[src/rtl/mcc_pkg.sv]
`timescale 1ns/1ps
package mcc_pkg;

  typedef enum logic [1:0] {
    SEQ_OFF   = 2'd0,
    SEQ_WAKE  = 2'd1,
    SEQ_ON    = 2'd2,
    SEQ_DRAIN = 2'd3
  } seq_state_e;

  localparam logic [1:0] MODE_ENABLE = 2'd2;
  localparam logic [1:0] TCTL_WAKE   = 2'd2;

  localparam int IDLE_LSB = 16;
  localparam int DB_BIT   = 18;
  localparam int ACT_LSB  = 4;
  localparam int NUM_ACT  = 3;

  localparam logic [1:0] IDLE_FUNC  = 2'd0;
  localparam logic [1:0] IDLE_TRANS = 2'd1;
  localparam logic [1:0] IDLE_OFF   = 2'd3;

  function automatic logic [1:0] idle_code(seq_state_e s);
    case (s)
      SEQ_OFF: idle_code = IDLE_OFF;
      SEQ_ON:  idle_code = IDLE_FUNC;
      default: idle_code = IDLE_TRANS;
    endcase
  endfunction

endpackage

[src/rtl/mcc_rst_sync.sv]
`timescale 1ns/1ps
module mcc_rst_sync #(
  parameter int STAGES = 2
) (
  input  logic clk,
  input  logic rst_n,
  output logic rst_sync_n
);

  logic [STAGES-1:0] chain_q;

  always_ff @(posedge clk or negedge rst_n) begin
    if (!rst_n) chain_q <= '0;
    else        chain_q <= {chain_q[STAGES-2:0], 1'b1};
  end

  assign rst_sync_n = chain_q[STAGES-1];

endmodule

[src/rtl/mcc_mod_seq.sv]
`timescale 1ns/1ps
module mcc_mod_seq
  import mcc_pkg::*;
#(
  parameter int DISABLE_DELAY = 4
) (
  input  logic       clk,
  input  logic       rst_n,
  input  logic       enable,
  input  logic       ack,
  output logic [1:0] idle,
  output logic       clk_req
);

  localparam int CW = $clog2(DISABLE_DELAY + 1);
  localparam logic [CW-1:0] LAST = CW'(DISABLE_DELAY - 1);

  seq_state_e state_q, state_d;
  logic [CW-1:0] cnt_q, cnt_d;

  // next-state logic
  always_comb begin
    state_d = state_q;
    cnt_d   = cnt_q;
    case (state_q)
      SEQ_OFF: begin
        if (enable) state_d = SEQ_WAKE;
      end
      SEQ_WAKE: begin
        if (!enable) begin
          state_d = SEQ_DRAIN;
          cnt_d   = '0;
        end else if (ack) begin
          state_d = SEQ_ON;
        end
      end
      SEQ_ON: begin
        if (!enable) begin
          state_d = SEQ_DRAIN;
          cnt_d   = '0;
        end
      end
      default: begin
        if (enable)             state_d = SEQ_WAKE;
        else if (cnt_q == LAST) state_d = SEQ_OFF;
        else                    cnt_d   = cnt_q + 1'b1;
      end
    endcase
  end

  // state register
  always_ff @(posedge clk or negedge rst_n) begin
    if (!rst_n) begin
      state_q <= SEQ_OFF;
      cnt_q   <= '0;
    end else begin
      state_q <= state_d;
      cnt_q   <= cnt_d;
    end
  end

  assign idle    = idle_code(state_q);
  assign clk_req = (state_q == SEQ_WAKE) || (state_q == SEQ_ON);

endmodule

[src/rtl/mcc_domain.sv]
`timescale 1ns/1ps
module mcc_domain #(
  parameter int NUM_ACT = 3
) (
  input  logic               clk,
  input  logic               rst_n,
  input  logic               wake_req,
  input  logic               any_on,
  output logic [NUM_ACT-1:0] act
);

  logic               run;
  logic [NUM_ACT-1:0] act_q, act_d;

  assign run = wake_req & any_on;

  // each clock reports running one cycle after the one before it
  genvar k;
  generate
    for (k = 0; k < NUM_ACT; k++) begin : g_stage
      if (k == 0) begin : g_first
        assign act_d[k] = run;
      end else begin : g_next
        assign act_d[k] = run & act_q[k-1];
      end
    end
  endgenerate

  always_ff @(posedge clk or negedge rst_n) begin
    if (!rst_n) act_q <= '0;
    else        act_q <= act_d;
  end

  assign act = act_q;

endmodule

[src/rtl/mcc_top.sv]
`timescale 1ns/1ps
module mcc_top
  import mcc_pkg::*;
#(
  parameter int                 NUM_MOD       = 4,
  parameter int                 ADDR_W        = 4,
  parameter int                 DISABLE_DELAY = 4,
  parameter logic [NUM_MOD-1:0] DB_MASK       = 4'b0110
) (
  input  logic                 clk,
  input  logic                 rst_n,
  input  logic                 wr_en,
  input  logic [ADDR_W-1:0]    addr,
  input  logic [31:0]          wdata,
  output logic [31:0]          rdata,
  input  logic [NUM_MOD-1:0]   mod_ack,
  output logic [NUM_MOD-1:0]   mod_clk_en,
  output logic [NUM_MOD-1:0]   mod_dbclk_en,
  output logic [2*NUM_MOD-1:0] mod_src
);

  localparam int SRC_BASE = NUM_MOD;
  localparam int DOM_IDX  = 2 * NUM_MOD;

  logic rst_sync_n;

  logic [NUM_MOD-1:0][1:0] mode_q, mode_d;
  logic [NUM_MOD-1:0]      db_q, db_d;
  logic [NUM_MOD-1:0][1:0] src_q, src_d;
  logic [1:0]              tctl_q, tctl_d;

  logic [NUM_MOD-1:0][1:0] idle_vec;
  logic [NUM_MOD-1:0]      mod_on;
  logic [NUM_ACT-1:0]      act_vec;

  logic unused_wdata;
  assign unused_wdata = ^{wdata[31:19], wdata[17:2]};

  mcc_rst_sync #(.STAGES(2)) u_rst (
    .clk        (clk),
    .rst_n      (rst_n),
    .rst_sync_n (rst_sync_n)
  );

  // write decode, next-state
  always_comb begin
    mode_d = mode_q;
    db_d   = db_q;
    src_d  = src_q;
    tctl_d = tctl_q;
    if (wr_en) begin
      for (int i = 0; i < NUM_MOD; i++) begin
        if (addr == ADDR_W'(i)) begin
          mode_d[i] = wdata[1:0];
          db_d[i]   = wdata[DB_BIT] & DB_MASK[i];
        end
        if (addr == ADDR_W'(SRC_BASE + i)) begin
          src_d[i] = wdata[1:0];
        end
      end
      if (addr == ADDR_W'(DOM_IDX)) tctl_d = wdata[1:0];
    end
  end

  // register process with explicit write enable
  always_ff @(posedge clk or negedge rst_sync_n) begin
    if (!rst_sync_n) begin
      mode_q <= '0;
      db_q   <= '0;
      src_q  <= '0;
      tctl_q <= '0;
    end else if (wr_en) begin
      mode_q <= mode_d;
      db_q   <= db_d;
      src_q  <= src_d;
      tctl_q <= tctl_d;
    end
  end

  genvar g;
  generate
    for (g = 0; g < NUM_MOD; g++) begin : g_mod
      logic en;
      assign en = (mode_q[g] == MODE_ENABLE);

      mcc_mod_seq #(.DISABLE_DELAY(DISABLE_DELAY)) u_seq (
        .clk     (clk),
        .rst_n   (rst_sync_n),
        .enable  (en),
        .ack     (mod_ack[g]),
        .idle    (idle_vec[g]),
        .clk_req (mod_clk_en[g])
      );

      assign mod_on[g]         = en;
      assign mod_dbclk_en[g]   = db_q[g] & mod_clk_en[g];
      assign mod_src[2*g +: 2] = src_q[g];
    end
  endgenerate

  mcc_domain #(.NUM_ACT(NUM_ACT)) u_dom (
    .clk      (clk),
    .rst_n    (rst_sync_n),
    .wake_req (tctl_q == TCTL_WAKE),
    .any_on   (|mod_on),
    .act      (act_vec)
  );

  // read mux
  always_comb begin
    rdata = '0;
    for (int i = 0; i < NUM_MOD; i++) begin
      if (addr == ADDR_W'(i)) begin
        rdata[1:0]                  = mode_q[i];
        rdata[IDLE_LSB +: 2]        = idle_vec[i];
        rdata[DB_BIT]               = db_q[i];
      end
      if (addr == ADDR_W'(SRC_BASE + i)) rdata[1:0] = src_q[i];
    end
    if (addr == ADDR_W'(DOM_IDX)) begin
      rdata[1:0]                = tctl_q;
      rdata[ACT_LSB +: NUM_ACT] = act_vec;
    end
  end

endmodule

[config.mk]
export PLATFORM = sky130hd
export DESIGN_NAME = mcc_top
export DESIGN_NICKNAME = d
export VERILOG_FILES = /design/src/rtl/mcc_pkg.sv /design/src/rtl/mcc_rst_sync.sv /design/src/rtl/mcc_mod_seq.sv /design/src/rtl/mcc_domain.sv /design/src/rtl/mcc_top.sv
export SDC_FILE = /design/constraint.sdc
export NUM_CORES = 1
export LEC_CHECK = 0
export CAP_MARGIN = 5
export CORE_MARGIN = 2
export CORE_UTILIZATION = 31
export CTS_CLUSTER_SIZE = 12
export DETAILED_ROUTE_END_ITERATION = 6
export GPL_ROUTABILITY_DRIVEN = 1
export PLACE_DENSITY = 0.64
export SLEW_MARGIN = 20
export SYNTH_ARGS = -nofsm -noshare
export SYNTH_HDL_FRONTEND = slang
export SYNTH_HIERARCHICAL = 1
export SYNTH_SLANG_ARGS = --single-unit
[constraint.sdc]
create_clock -name clk -period 2.25 [get_ports clk]
set_clock_uncertainty 0.05 [all_clocks]
set_input_delay 0.675 -clock clk [delete_from_list [all_inputs] [get_ports clk]]
set_output_delay 0.675 -clock clk [all_outputs]
set_load 0.01 [all_outputs]
### Word level (Yosys, flattened, before mapping)

Cells that the tools add are included.

| word-level totals | value |
|---|---|
| register bits after elaboration | 45 |
| latch bits | 0 |
| bits in writable memories | 0 |
| ROM bits | 0 |
| input port bits | 43 |
| output and inout bits | 48 |
| word-level logic and storage cells | 176 |
| memories | 0 |

| cells by class | value |
|---|---|
| $add $sub $neg | 4 |
| multiply operators | 0 |
| div/mod/pow operators | 0 |
| magnitude comparators | 0 |
| equality and inequality tests | 41 |
| shift operators | 0 |
| multiplexer cells | 62 |
| bitwise operators | 13 |
| reductions and logical operators | 35 |

Operators with widths:

| kind | count |
|---|---|
| $mux W2 | 34 |
| $mux W3 | 16 |
| $pmux W2 S3 | 4 |
| $pmux W3 S2 | 4 |
| $eq A2 B2 Y1 const B | 9 |
| $reduce_and A2 Y1 | 9 |
| $eq A4 B3 Y1 const B | 4 |
| $ne A2 B2 Y1 const B | 8 |
| $pmux W2 S2 | 4 |
| $reduce_and A4 Y1 | 4 |
| $reduce_bool A4 Y1 | 4 |
| $add A3 B1 Y3 const B | 4 |
| $eq A3 B2 Y1 const B | 4 |
| $ne A3 B3 Y1 const B | 4 |
| $reduce_and A3 Y1 | 4 |
| $eq A2 B1 Y1 const B | 4 |
| $eq A4 B2 Y1 const B | 2 |
| $logic_not A2 Y1 | 4 |
| $ne A2 B1 Y1 const B | 4 |
| $not A1 Y1 | 8 |
| $reduce_or A2 Y1 | 4 |
| $and A1 B1 Y1 | 5 |
| $eq A4 B1 Y1 const B | 1 |
| $eq A4 B4 Y1 const B | 1 |
| other kinds (3) | 6 |

### Depth between registers and ports, before layout

Gate-level depths: netlist of the first run.

| logic depth | value |
|---|---|
| depth after elaboration | 10 |
| depth in mapped cells | 6 |
| gate-level depth less buffers | 5 |

### By module

The synthesis of the first run kept the hierarchy.

By module, submodules not included:

| module | times used | cells an instance | area an instance (sq um) | sequential area each (sq um) |
|---|---|---|---|---|
| mcc_top | 1 | 134 | 1430.1 | 500.5 |
| mcc_mod_seq at g_mod[1].u_seq | 1 | 41 | 397.9 | 125.1 |
| mcc_mod_seq at g_mod[0].u_seq | 1 | 42 | 387.9 | 125.1 |
| mcc_mod_seq at g_mod[2].u_seq | 1 | 41 | 375.4 | 125.1 |
| mcc_mod_seq at g_mod[3].u_seq | 1 | 35 | 349.1 | 125.1 |
| mcc_domain | 1 | 6 | 95.1 | 75.1 |
| mcc_rst_sync | 1 | 3 | 53.8 | 50.0 |

### Least setup slack after synthesis of the first run

No wires, ideal clock.

| timing path | value |
|---|---|
| path type | input port to output port |
| from | input port addr[0] |
| to | output port rdata[1] |
| data arrival time | 1681 ps |
| required time | 1525 ps |
| setup slack | -156 ps |
| stages | 6 |
| path buffers | 2 |
| cells stage by stage | buf_6 buf_4 nor2_1 nand3_1 and3_1 o31ai_1 |

| between the ends | value |
|---|---|
| word-level cells in the longest chain between the ends | 10 |
| elaborated cells between the ends (all ways) | 18 |
| those cells by class | 8 x eq/ne; 9 x mux; 1 x reduce/logical |

RTL lines:

| what | line | RTL |
|---|---|---|
| start: declaration | mcc_top.sv:13 | `input logic [ADDR_W-1:0] addr,` |
| $logic_not A4 Y1 | mcc_top.sv:113 | `if (addr == ADDR_W'(i)) begin` |
| $mux W2 | mcc_top.sv:113 |  |
| $mux W2 | mcc_top.sv:118 | `if (addr == ADDR_W'(SRC_BASE + i)) rdata[1:0] = src_q[i];` |
| $mux W2 | mcc_top.sv:113 |  |
| $mux W2 | mcc_top.sv:118 |  |
| $mux W2 | mcc_top.sv:113 |  |
| $mux W2 | mcc_top.sv:118 |  |
| $mux W2 | mcc_top.sv:113 |  |
| $mux W2 | mcc_top.sv:118 |  |
| $mux W2 * | mcc_top.sv:120 | `if (addr == ADDR_W'(DOM_IDX)) begin` |
| end: declaration | mcc_top.sv:15 | `output logic [31:0] rdata,` |

Mark *: on every way between the ends. The rest lies on a longest branch, timed or not.

### Final worst setup path of the first run

Same ends and word-level chain as after synthesis.

==> reports/metrics.yaml, run 1 <==
grt_setup_unrepaired: "yes"
synthesis.area_sq_mm: 0.003089
nets: 484
routed_wl_mm: 7.530
r2r_cells: 11
drt-wirelength-per-cell_um: 13.72
die_area_sq_mm: 0.01078
die_h_um: 103.8
layout_min_cycle_time_ns: 2.535
gp_routability_congestion: 0.8370
drv_slew: 0
status: "complete, but fails checks"
power_leakage_nw: 2.076
initial_utilization_pct: 31.75
finalCritPeriodShare_pct: 112.6
drt_pass1_iterations: 4
dp_cells: 511
path_depth: 9
track_usage_pct: 14.26
hold_viol_final: 0
drc: 0
drive_above_1_share_pct: 40.14
final_cell_count_no_fill: 549
powerDensity_mw_per_mm2: 972.7
hpwl_mm: 5.359
timing.rr.start: "g_mod[2].u_seq/state_q[1]"
fmax_mhz: 394.5
cts.path.max_buffers: 2
crit_chain: "buf_8 > buf_6 > buf_6 > buf_6 > mux2i_4 > nor4_4 > nor3_2 > o31ai_2 > buf_2"
critPathKind: "input pin to output port"
ys_seq_area_share_pct: 36.45
port_buffers: 35
cp_max_fo: 5
nFillCells: 903
yosys_register_bits: 45
startpoint: "addr[0]"
yosys_warnings: 6
r2r-end: "g_mod[2].u_seq/state_q[0]"
tightestPinTransition_ns: 0.5859
r2r_slack_ns: 0.14
cp_top_family: "buffers and inverters"
critPathCaptureType: "output port"
clk_latency_ns: 0.30
worst_slack_ns: -0.2846
total_power_w: 0.004289
dieWidth_um: 103.8
multiInputGateArea_sq_mm: 0.001898
synthCells: 302
htreeDepth: 2
setup_tns_ns: -1.513
diodes: 0
worstPathRequired_ns: 1.52
hold_class: "flip-flop to asynchronous set/reset pin"
peakVddDrop_mv: 0.5207
drt_iter0_drc: 75
finalSetupViolCount: 8
synth_area_per_cell_sq_um: 10.23
critPathSlowestCell: "mux2i_4"
max_stage_delay_ns: 0.18
max_cap_violations: 0
area_growth_pct: 42.73
via_count: 2547
cts_buffers: 5
grt_pass1_wl_mm: 12.57
cp.arrival_ns: 1.81
relSlewSlack_pct: 60.86
clkSinkCount: 45
cp-start-kind: "input pin"
crit_buf_inv: 5
rows: 36
cts_tree: "done"
synth.distinct_cells: 49
top_level_ports: 91
postCtsHoldBufs: 0
clk_transition_reported_paths_ns: 0.09
antenna_left: 0
antenna_found_initial: 0
violations: "setup timing"
grt_pass1_vias: 2585
grt_max_degree: 44
critPathMostFrequentCell: "buf_6"
fin_util_pct: 45.32
final-seq-area_sq_mm: 0.001129
cts_root_buf: "clkbuf_8"
coreArea_sq_mm: 0.009729
vias_per_cell: 4.639
overflow: 0
holdWs_ns: 0.2746
state kept, by name, indices dropped and copies added, names as in the netlist:
| register | count |
|---|---|
| u_rst/chain_q | 2 |
| u_dom/act | 3 |
| db_q | 2 |
| mode_q | 8 |
| mod_src | 8 |
| tctl_q | 2 |
| g_mod.u_seq/cnt_q | 12 |
| g_mod.u_seq/state_q | 8 |
stage by stage:
step	instance area [sq um]	setup slack [ns]
finish	4409	-0.2846
global route	4409	-0.3145
CTS	4345	-0.2889
detailed placement	3862	-1.141
global placement	3862	-1.109
floorplan	3197	-0.1429
worst max path at each step:
stage | to
finish | rdata[1]
detailed placement | rdata[0]
floorplan | rdata[0]
global placement | rdata[0]
global route | rdata[1]
CTS | rdata[0]
final cells by class:
| type | instances | share of cell area, % |
|---|---|---|
| clock inverters | 2 | 0.3121 |
| clock buffers | 6 | 1.873 |
| well taps | 133 | 3.774 |
| repair buffers | 115 | 23.52 |
| multi-input cells | 226 | 43.05 |
| inverters | 22 | 1.873 |
| flip-flops and latches | 45 | 25.60 |
where the power goes:
part           total [W]  internal, W  switching [W]
Combinational    0.00251      0.00140        0.00111
Sequential       0.00124      0.00105       0.000192
Clock           0.000538     0.000249       0.000289
per-layer routing:
metal	wire [um]	track usage, %	vias to the layer above
met5	0	0	-
met4	95	4.054	0
met3	237	1.573	10
met2	3872	25.61	59
met1	3325	18.02	1247
li1	-	-	1231
synth_stat cells (all sizes together):
master	count	area [sq um]
a22oi	4	30.03
o21ai	16	80.08
ha	26	325.3
o2bb2ai	4	35.03
or2	4	25.03
o41ai	5	51.30
and3	5	31.28
a221o	1	10.01
o32ai	1	8.760
o22ai	4	43.80
nand2	17	63.81
nor3b	4	35.03
and3b	1	8.760
o221ai	1	15.01
mux4	2	52.55
nor4	5	31.28
mux2	23	262.8
nor2b	14	87.58
nor2	11	41.29
or4	1	7.510
a21oi	4	23.77
a211oi	1	7.510
a22o	3	26.28
inv	22	82.58
and2b	4	30.03
and2	6	38.79
nor3	5	25.02
nand2b	6	40.04
buf	34	244.0
conb	2	7.510
o31ai	1	7.510
nor4b	1	23.77
a32o	1	10.01
mux2i	10	100.1
dfrtp	45	1126
nand3	4	20.02
or2b	3	22.52
o211ai	1	7.510
repair_timing:
action | in CTS | in global routing
pin swaps | 9 | 7
gates cloned | 1 | 0
endpoints found under the setup margin | 14 | 12
setup buffers | 26 | 6
gates resized for setup | 107 | 14
kinds of logic (layout without fill, tap and decap cells):
| logic type | Yosys count | in the layout | share of synthesized area (%) |
|---|---|---|---|
| adders and majority gates | 26 | 26 | 10.53 |
| buffers and inverters | 56 | 145 | 10.57 |
| other | 2 | 27 | 0.2431 |
| and+or+nand+nor | 91 | 91 | 17.21 |
| AOI/OAI and AO/OA | 47 | 47 | 11.54 |
| muxes | 35 | 35 | 13.45 |
| DFF | 45 | 45 | 36.45 |
cell usage in the layout, fill, tap and decap left out, drive strengths merged, types with 5 or more instances in the layout:
cell type / instances
buf: 90
inv: 22
dfrtp: 45
clkdlybuf4s50: 17
o21ai: 16
o41ai: 5
conb: 27
ha: 26
nor2: 11
nand2b: 6
nor2b: 14
and2: 6
mux2: 23
and3: 5
clkbuf: 6
mux2i: 10
nand2: 17
nor3: 5
nor4: 5
Note: power is estimated with default switching activity, not from simulation.
==> run 2, diff against run 1 <==
CORE_ASPECT_RATIO = 1.5   (was unset)
CORE_MARGIN = unset   (was 2)
PLACE_DENSITY = 0.65   (was 0.64)
==> run 2 against run 1 <==
Sequential power about the same; the run still ends with setup timing left; non-clock buffer count decreased by 8; sequential share of layout area increased by 0.18 points; clock power increased by 60%; critical endpoint is now rdata[0]; hold slack got worse by 0.049 ns; count of clock-buffer cells in the layout up 1; largest power group unchanged; cell count shrank 4.7%; maximum frequency is 1.3% lower; first-iteration DRC count is 6.7% higher.
==> reports/metrics.yaml, run 2 (synthesis gave the netlist of run 1 again) <==
status: "complete, but fails checks"
violations: "setup timing"
worstPathRequired_ns: 1.52
antenna_left: 0
hold_class: "flip-flop to asynchronous set/reset pin"
dp_slack_ns: -1.180
relSlewSlack_pct: 60.46
largest_reg_flops: 12
area_growth_pct: 41.60
hold_viol_final: 0
critPathCaptureType: "output port"
cts_tree: "done"
final_cell_mix: "buf_4 (61), dfrtp_1 (44), conb_1 (27), mux2_2 (22), ha_1 (19)"
grt_max_degree: 27
cts_root_buf: "clkbuf_16"
rows: 44
cp-start-kind: "input pin"
powerDensity_mw_per_mm2: 1027
tightestPinTransition_ns: 0.5931
routed_wl_mm: 7.698
coreArea_sq_mm: 0.009689
holdWs_ns: 0.2258
nFillCells: 904
top_level_ports: 91
drt_pass1_iterations: 4
finalSetupViolCount: 7
layout_min_cycle_time_ns: 2.569
worst_slack_ns: -0.3192
diodes: 0
dp_cells: 491
clkSinkCount: 45
die_h_um: 124.3
gp_routability_congestion: 0.8234
total_power_w: 0.004492
port_buffers: 35
drt_iter0_drc: 80
setup_tns_ns: -1.492
largest_register: "g_mod.u_seq/cnt_q"
drv_slew: 0
final_cell_count_no_fill: 523
peakVddDrop_mv: 0.4214
nets: 476
fmax_mhz: 389.2
postCtsHoldBufs: 0
htreeDepth: 2
drive_above_1_share_pct: 38.73
drc: 0
initial_utilization_pct: 31.88
vias_per_cell: 4.893
track_usage_pct: 15.42
via_count: 2559
overflow: 0
antenna_found_initial: 0
cp_max_fo: 5
final-seq-area_sq_mm: 0.001127
hpwl_mm: 5.588
drt-wirelength-per-cell_um: 14.72
cts.path.max_buffers: 2
critPathKind: "input pin to output port"
max_cap_violations: 0
dieWidth_um: 83.51
die_area_sq_mm: 0.01038
grt_setup_unrepaired: "yes"
grt_pass1_wl_mm: 12.74
cts_buffers: 5
power_leakage_nw: 2.048
clk_latency_ns: 0.29
multiInputGateArea_sq_mm: 0.001908
grt_pass1_vias: 2719
clk_transition_reported_paths_ns: 0.06
cp.arrival_ns: 1.84
mostFrequentLayoutCell: "buf_4"
finalCritPeriodShare_pct: 114.2
==> run 2: changes by cell type in the layout (fill, tap and decap cells not counted), sizes merged <==
cell | before | now
buf | 90 | 84
bufbuf | 1 | 0
bufinv | 0 | 1
clkbuf | 6 | 7
clkdlybuf4s15 | 3 | 1
clkinv | 2 | 0
dlygate4sd2 | 4 | 5
==> run 2: layer usage <==
layer  track usage, %  wire [um]
met1            15.59       2835
met2            29.32       4294
met3            2.386        227
met4            8.973        341
met5                0          0
==> run 2: timing repair <==
| action | 4_1_cts | 5_1_grt |
|---|---|---|
| resized for setup | 107 | 15 |
| endpoints found under the hold margin | 0 | 0 |
| pin swaps | 12 | 6 |
| cloned | 1 | 0 |
| endpoints found under the setup margin | 14 | 7 |
| setup buffers | 21 | 3 |
==> run 2: final cells by class <==
cell class	count	share of cell area, %
multi-input combinational	226	43.62
sequential	45	25.77
timing repair buffer	107	21.42
tap	115	3.289
clock buffer	7	3.261
inverter	22	1.945
clock inverter	1	0.6865
==> run 2: power by group <==
part | leakage, nW | switching [W] | internal [W] | total [W]
sequential | 0.554 | 0.000202 | 0.00105 | 0.00125
combinational | 1.41 | 0.00110 | 0.00128 | 0.00238
clock | 0.0841 | 0.000306 | 0.000555 | 0.000861
==> run 2: through the flow <==
step                      utilization [%]  area, sq um
after floorplan                         -         3197
after CTS                           44.74         4335
after detailed placement            39.35         3812
final                               45.14         4374
after global routing                45.14         4374
after global placement              39.35         3812
==> run 2: path summary, 6_finish.rpt <==
kind	from	to	slack, ns	cells after the start
setup / recovery	addr[0]	rdata[0]	-0.32	6
hold / removal	u_rst/chain_q[1]	g_mod[0].u_seq/cnt_q[0]	0.23	0
setup reg to reg	g_mod[3].u_seq/state_q[1]	g_mod[3].u_seq/state_q[1]	0.47	8
hold reg to reg	u_rst/chain_q[1]	g_mod[0].u_seq/cnt_q[0]	0.23	0
max in group asynchronous	u_rst/chain_q[1]	mod_src[6]	1.35	1
min in group clk	u_rst/chain_q[0]	u_rst/chain_q[1]	0.30	0
==> run 2: worst max-delay path: stages <==
cell and delay, ns:
buf_12 0.11, mux2_4 0.30, a21oi_2 0.14, o221ai_2 0.11
a221o_1 0.35, buf_2 0.15
==> run 3, diff against run 2 <==
ABC_CLOCK_PERIOD_IN_PS = 2250   (was unset)
==> results of run 3 <==
Same layout as run 2: the final DEF is identical, and so are final timing and power.
